**src/rtl/hdma_pkg.sv**
```systemverilog
package hdma_pkg;

  typedef enum logic [2:0] {
    ST_IDLE, ST_NEXT, ST_LINE, ST_PLO, ST_PHI, ST_BURST, ST_ADV
  } seq_state_e;

  function automatic logic [2:0] burst_len(input logic [2:0] m);
    case (m)
      3'd0:                burst_len = 3'd1;
      3'd1, 3'd2, 3'd6:    burst_len = 3'd2;
      default:             burst_len = 3'd4;
    endcase
  endfunction

  function automatic logic [1:0] b_off(input logic [2:0] m, input logic [1:0] k);
    case (m)
      3'd1, 3'd5: b_off = {1'b0, k[0]};
      3'd3, 3'd7: b_off = {1'b0, k[1]};
      3'd4:       b_off = k;
      default:    b_off = 2'd0;
    endcase
  endfunction

endpackage

```
**src/rtl/hdma_slot_timer.sv**
```systemverilog
module hdma_slot_timer #(
  parameter int SLOT_CLKS = 8
) (
  input  logic clk_i,
  input  logic rst_ni,
  input  logic run_i,
  output logic last_o
);
  localparam int W = (SLOT_CLKS > 1) ? $clog2(SLOT_CLKS) : 1;

  logic [W-1:0] cnt;

  assign last_o = run_i && (cnt == W'(SLOT_CLKS - 1));

  always_ff @(posedge clk_i or negedge rst_ni) begin
    if (!rst_ni)               cnt <= '0;
    else if (!run_i || last_o) cnt <= '0;
    else                       cnt <= cnt + 1'b1;
  end
endmodule

```
**src/rtl/hdma_pick_lowest.sv**
```systemverilog
module hdma_pick_lowest #(
  parameter int N = 8,
  localparam int CW = (N > 1) ? $clog2(N) : 1
) (
  input  logic [N-1:0]  mask_i,
  output logic [CW-1:0] idx_o,
  output logic          any_o
);
  assign any_o = |mask_i;

  always_comb begin
    idx_o = '0;
    for (int i = N - 1; i >= 0; i--) begin
      if (mask_i[i]) idx_o = CW'(i);
    end
  end
endmodule

```
**src/rtl/hdma_seq.sv**
```systemverilog
module hdma_seq
  import hdma_pkg::*;
#(
  parameter int NCH       = 8,
  parameter int SLOT_CLKS = 8
) (
  input  logic                  clk_i,
  input  logic                  rst_ni,
  input  logic                  frame_i,
  input  logic                  line_i,
  input  logic [NCH-1:0]        en_i,
  input  logic [NCH-1:0][23:0]  tbl_base_i,
  input  logic [NCH-1:0]        indirect_i,
  input  logic [NCH-1:0][7:0]   ind_bank_i,
  input  logic [NCH-1:0][2:0]   mode_i,
  input  logic [NCH-1:0][7:0]   b_addr_i,
  output logic                  rd_req_o,
  output logic [23:0]           rd_addr_o,
  input  logic [7:0]            rd_data_i,
  output logic                  wr_en_o,
  output logic [7:0]            wr_addr_o,
  output logic [7:0]            wr_data_o,
  output logic                  busy_o,
  output logic [NCH-1:0]        ended_o
);
  localparam int CW = (NCH > 1) ? $clog2(NCH) : 1;

  seq_state_e state;
  logic             frame_phase;
  logic [NCH-1:0]   pending, active, do_xfer, every;
  logic [15:0]      work_addr [NCH];
  logic [15:0]      ind_ptr   [NCH];
  logic [7:0]       run_cnt   [NCH];
  logic [CW-1:0]    cur, pick_idx;
  logic             pick_any;
  logic [1:0]       beat;
  logic [7:0]       ptr_lo;
  logic             slot_run, slot_last;

  hdma_slot_timer #(.SLOT_CLKS(SLOT_CLKS)) u_timer (
    .clk_i (clk_i), .rst_ni(rst_ni), .run_i(slot_run), .last_o(slot_last)
  );

  hdma_pick_lowest #(.N(NCH)) u_pick (
    .mask_i(pending), .idx_o(pick_idx), .any_o(pick_any)
  );

  logic [2:0]  cur_mode, cur_len;
  logic [15:0] data_addr;
  logic [7:0]  data_bank;

  assign cur_mode  = mode_i[cur];
  assign cur_len   = burst_len(cur_mode);
  assign data_addr = (indirect_i[cur] ? ind_ptr[cur] : work_addr[cur]) + 16'(beat);
  assign data_bank = indirect_i[cur] ? ind_bank_i[cur] : tbl_base_i[cur][23:16];

  assign slot_run  = (state == ST_LINE) || (state == ST_PLO) ||
                     (state == ST_PHI)  || (state == ST_BURST);
  assign rd_req_o  = slot_run;
  assign rd_addr_o = (state == ST_BURST) ? {data_bank, data_addr}
                                         : {tbl_base_i[cur][23:16], work_addr[cur]};
  assign wr_en_o   = (state == ST_BURST) && slot_last;
  assign wr_addr_o = b_addr_i[cur] + 8'(b_off(cur_mode, beat));
  assign wr_data_o = rd_data_i;
  assign busy_o    = (state != ST_IDLE);

  always_ff @(posedge clk_i or negedge rst_ni) begin
    if (!rst_ni) begin
      state       <= ST_IDLE;
      frame_phase <= 1'b0;
      pending     <= '0;
      active      <= '0;
      ended_o     <= '0;
      do_xfer     <= '0;
      every       <= '0;
      cur         <= '0;
      beat        <= '0;
      ptr_lo      <= '0;
      for (int i = 0; i < NCH; i++) begin
        work_addr[i] <= '0;
        ind_ptr[i]   <= '0;
        run_cnt[i]   <= '0;
      end
    end else begin
      case (state)
        ST_IDLE: begin
          if (frame_i) begin
            frame_phase <= 1'b1;
            pending     <= en_i;
            active      <= en_i;
            ended_o     <= '0;
            do_xfer     <= '0;
            for (int i = 0; i < NCH; i++) begin
              if (en_i[i]) work_addr[i] <= tbl_base_i[i][15:0];
            end
            state <= ST_NEXT;
          end else if (line_i) begin
            frame_phase <= 1'b0;
            pending     <= active;
            state       <= ST_NEXT;
          end
        end
        ST_NEXT: begin
          if (!pick_any) begin
            state <= ST_IDLE;
          end else begin
            cur               <= pick_idx;
            pending[pick_idx] <= 1'b0;
            beat              <= '0;
            if (frame_phase)            state <= ST_LINE;
            else if (do_xfer[pick_idx]) state <= ST_BURST;
            else                        state <= ST_ADV;
          end
        end
        ST_LINE: begin
          if (slot_last) begin
            work_addr[cur] <= work_addr[cur] + 16'd1;
            if (rd_data_i == 8'h00) begin
              active[cur]  <= 1'b0;
              ended_o[cur] <= 1'b1;
              do_xfer[cur] <= 1'b0;
              state        <= ST_NEXT;
            end else begin
              run_cnt[cur] <= (rd_data_i[6:0] == 7'd0) ? 8'd128 : {1'b0, rd_data_i[6:0]};
              every[cur]   <= rd_data_i[7];
              do_xfer[cur] <= 1'b1;
              state        <= indirect_i[cur] ? ST_PLO : ST_NEXT;
            end
          end
        end
        ST_PLO: begin
          if (slot_last) begin
            ptr_lo         <= rd_data_i;
            work_addr[cur] <= work_addr[cur] + 16'd1;
            state          <= ST_PHI;
          end
        end
        ST_PHI: begin
          if (slot_last) begin
            ind_ptr[cur]   <= {rd_data_i, ptr_lo};
            work_addr[cur] <= work_addr[cur] + 16'd1;
            state          <= ST_NEXT;
          end
        end
        ST_BURST: begin
          if (slot_last) begin
            if ({1'b0, beat} == cur_len - 3'd1) state <= ST_ADV;
            else                                beat  <= beat + 2'd1;
          end
        end
        ST_ADV: begin
          if (do_xfer[cur]) begin
            if (indirect_i[cur]) ind_ptr[cur]   <= ind_ptr[cur]   + 16'(cur_len);
            else                 work_addr[cur] <= work_addr[cur] + 16'(cur_len);
          end
          do_xfer[cur] <= every[cur];
          run_cnt[cur] <= run_cnt[cur] - 8'd1;
          if (run_cnt[cur] == 8'd1) begin
            frame_phase <= 1'b0;
            state       <= ST_LINE;
          end else begin
            state <= ST_NEXT;
          end
        end
        default: state <= ST_IDLE;
      endcase
    end
  end
endmodule

```
**config.mk**
```make
export PLATFORM = sky130hd
export DESIGN_NAME = hdma_seq
export DESIGN_NICKNAME = d
export VERILOG_FILES = /design/src/rtl/hdma_pkg.sv /design/src/rtl/hdma_slot_timer.sv /design/src/rtl/hdma_pick_lowest.sv /design/src/rtl/hdma_seq.sv
export SDC_FILE = /design/constraint.sdc
export NUM_CORES = 1
export LEC_CHECK = 0
export BUFFER_PORTS_ARGS = -buffer_cell sky130_fd_sc_hd__buf_4
export CELL_PAD_IN_SITES_DETAIL_PLACEMENT = 1
export CELL_PAD_IN_SITES_GLOBAL_PLACEMENT = 2
export CORE_ASPECT_RATIO = 1.1
export CORE_MARGIN = 10
export CORE_UTILIZATION = 35
export CTS_CLUSTER_DIAMETER = 50
export DETAILED_ROUTE_END_ITERATION = 10
export GPL_ROUTABILITY_DRIVEN = 0
export GPL_TIMING_DRIVEN = 0
export PLACE_DENSITY_LB_ADDON = 0.3
export SLEW_MARGIN = 20
export SYNTH_ARGS = -nofsm -noshare
export SYNTH_HDL_FRONTEND = slang
export SYNTH_HIERARCHICAL = 1
export SYNTH_SLANG_ARGS = --single-unit
export TNS_END_PERCENT = 100
```
**constraint.sdc**
```tcl
create_clock -name clk_i -period 5.5 [get_ports clk_i]
set_input_delay 1.1 -clock clk_i [delete_from_list [all_inputs] [get_ports clk_i]]
set_output_delay 1.1 -clock clk_i [all_outputs]
set_load 0.02 [all_outputs]
```
==> impl_metrics.tcl <==
set metrics [dict create \
    yosys_warnings 6 \
    area_growth_pct 35.31 \
    syn_avg_cell_area_sq_um 8.926 \
    drv_slew 0 \
    met3_usage_pct 10.54 \
    grt_max_degree 102 \
    seq_area_sq_um 9509 \
    clk_pin_slew_ps 50 \
    power_w 0.02097 \
    power.switching_w 0.01066 \
    antenna_found_initial 11 \
    post_drt_via_cell_ratio 6.582 \
    use_met2_pct 55.18 \
    irDropWorstVdd_uv 304.0 \
    p_int_w 0.01031 \
    syn_area_sq_um 23900 \
    synth-seq-cells 380 \
    synthArstFlopShare_pct 100.0 \
    cts_buffer_depth 3 \
    fin_crit_ps 5794 \
    worstMarginPinSlew_ps 1215 \
    fin_skew_ps 52.25 \
    tns_ps -2375 \
    cpMostUsedCell "buf_4" \
    drcViolationCount 0 \
    grt_pass1_wl_um 206700 \
    synth_edf_count 0 \
    wl_um 148300 \
    ant_nets 0 \
    fp.dieH_um 294.1 \
    hold_violations 0 \
    fin_util_pct 47.78 \
    syn_nets 3067 \
    avgRoutedWirePerCell_um 35.27 \
    multi_input_area_sq_um 14020 \
    grt.overflow.total 0 \
    nFillCells 7736 \
    cts_tree "built" \
    crit_slowest_cell "a22oi_2" \
    fmax_mhz 172.6 \
    synth.distinct_cells 97 \
    path_class "reg -> out" \
    cp_max_fo 9 \
    final_common_cell "buf_4" \
    grt_use_total_pct 35.76 \
    syn_inst 2678 \
    final_cell_mix "buf_4 (502), dfrtp_1 (380), nand2_1 (342)" \
    cts_made_buffers 56 \
    use_met1_pct 42.33 \
    hold_path.class "in -> async" \
    p_leak_nw 13.89 \
    cellPowerDensity_nw_per_um2 648.3 \
    synthFlopType "dfrtp_1" \
    clk_latency_ps 670 \
    postCtsHoldBufs 0 \
    route.vias.total 27670 \
    yosysSeqAreaShare_pct 39.78 \
    end_kind "output pin" \
    top_regs "ind_ptr (128), work_addr (128), run_cnt (64)" \
    setup_viol 14 \
    start_util_pct 35.31 \
    pre_cts_ws_ps -3016 \
    whs_ps 312.7 \
    fin_crit_sh_pct 105.4 \
    worst_slack_ps -294.4 \
    drt_iter0_drc 3515 \
    ios 423 \
    drive_gt1_share_pct 29.75 \
    dieWidth_um 269.2 \
    netSwitchingFraction_pct 50.83 \
    clockRootBuffer "clkbuf_16" \
    cts.sinks 380 \
    drv_cap 0 \
    grt.busiest_layer "met2" \
    grt_pass1_vias 28160 \
    status "finished with violations" \
    die_area_sq_um 79160 \
    combPwrFrac_pct 60.9 \
    arrival_ps 4690 \
    htree_levels 2 \
    max_slew_margin_pct 18.46 \
    p_clk_share_pct 18.1 \
    p_seq_share_pct 21.0 \
    cp_cell_sequence "buf_12 > buf_16 > and2_2 > a22oi_2 > nand2_4 > o21ai_2 > inv_1 > ha_1 > a21oi_2 > a211o_1 > buf_4 > buf_4 > or3_1 > xnor2_2 > o221ai_2 > buf_6" \
    dp_hpwl_um 107200 \
    slowest_delay_ps 500 \
    violations "negative setup slack" \
    row_count 100 \
    worstPathRequired_ps 4400 \
    first_pass_iters 6 \
    worst_setup_path_start_kind "flip-flop" \
    core-area_sq_um 67690 \
    io_buffers 421 \
    rsz0062_at_grt "yes" \
    nets 3628 \
]
## worst max-delay path, delay by kind of cell (launching register included)
kind	cells	cell delay [ps]
AOI/OAI and AO/OA	5	1400
DFF	1	400
adders and majority gates	1	290
and+or+nand+nor	3	970
buffers and inverters	6	850
xor gates and xnor gates	1	160
## layout make-up
class / count / area share [%]
Antenna cell: 2 / 0.01547
Sequential cell: 380 / 29.40
Buffer: 194 / 4.913
Clock buffer: 62 / 4.495
Timing Repair Buffer: 511 / 12.39
Tap cell: 918 / 3.551
Inverter: 30 / 0.3752
Clock inverter: 41 / 1.513
Multi-Input combinational cell: 2066 / 43.35
## synth_stat cells, types with 14 or more instances
master	instances	area share (%)
and3_1	27	0.71
nand3_1	63	1.3
nand2_1	351	5.5
buf_2	29	0.61
xor2_1	17	0.62
o21ai_0	277	5.8
a22o_1	40	1.5
xnor2_1	29	1.1
dfrtp_1	380	40
mux2_2	93	4.4
a21oi_1	207	4.3
o22ai_1	39	1.0
mux4_2	42	4.0
buf_1	19	0.30
clkbuf_1	131	2.1
a221oi_1	49	1.8
o21a_1	20	0.63
nand4_1	17	0.44
a221o_1	16	0.67
o32a_1	16	0.67
nor3_1	30	0.63
a22oi_1	86	2.7
ha_1	15	0.79
nor2_1	210	3.3
nand2b_1	19	0.50
and2_1	14	0.37
inv_1	28	0.44
a31oi_1	75	2.0
buf_4	18	0.57
o21ai_1	34	0.71
mux2i_1	54	2.3
## power groups by stage
stage	clock network [W]	logic, W	registers, W
3_3_place_gp	0	0.0105	0.00432
4_1_cts	0.00379	0.0119	0.00435
5_1_grt	0.00393	0.0131	0.00447
2_1_floorplan	0	0.00623	0.00416
3_5_place_dp	0	0.0109	0.00437
6_report	0.00379	0.0128	0.00440
## metrics by stage
| step | instance area (sq um) | instances |
|---|---|---|
| 2_1_floorplan | 23900 | 2678 |
| 3_3_place_gp | 28210 | 4017 |
| 3_5_place_dp | 28470 | 4030 |
| 4_1_cts | 31990 | 4186 |
| 5_1_grt | 32340 | 4204 |
| 6_report | 32340 | 4204 |
## metal layers
| metal | wire (um) | vias up |
|---|---|---|
| li1 | - | 11190 |
| met2 | 66440 | 1939 |
| met4 | 11720 | 10 |
| met3 | 16190 | 598 |
| met1 | 53850 | 13940 |
| met5 | 73 | - |
## repair_timing
action                     4_1_cts  5_1_grt
cloned                           1        0
setup buffers                   56       20
pin swaps                       27       20
gates resized for setup        301       62
setup endpoints to repair      209       26
## kinds of logic after synthesis
kind of cell               share of synthesized area, %
AOI/OAI and AO/OA                                 26.69
and+or+nand+nor                                   15.79
DFF                                               39.78
buffers and inverters                             4.250
adders and majority gates                        0.9527
xor gates and xnor gates                          1.685
muxes                                             10.85
## final timing paths
check                               startpoint              to  slack, ps  cells past startpoint
worst max-delay path                    cur[1]    rd_addr_o[5]       -290                     16
worst min-delay path                    rst_ni   work_addr[99]        310                      1
worst max register to register          cur[1]   work_addr[35]        400                     14
worst min register to register  u_timer/cnt[0]  u_timer/cnt[0]        460                      1
max in group asynchronous               rst_ni     ind_ptr[94]       3770                      3
min in group clk_i              u_timer/cnt[0]  u_timer/cnt[0]        460                      1
(Power assumes the default switching activity.)
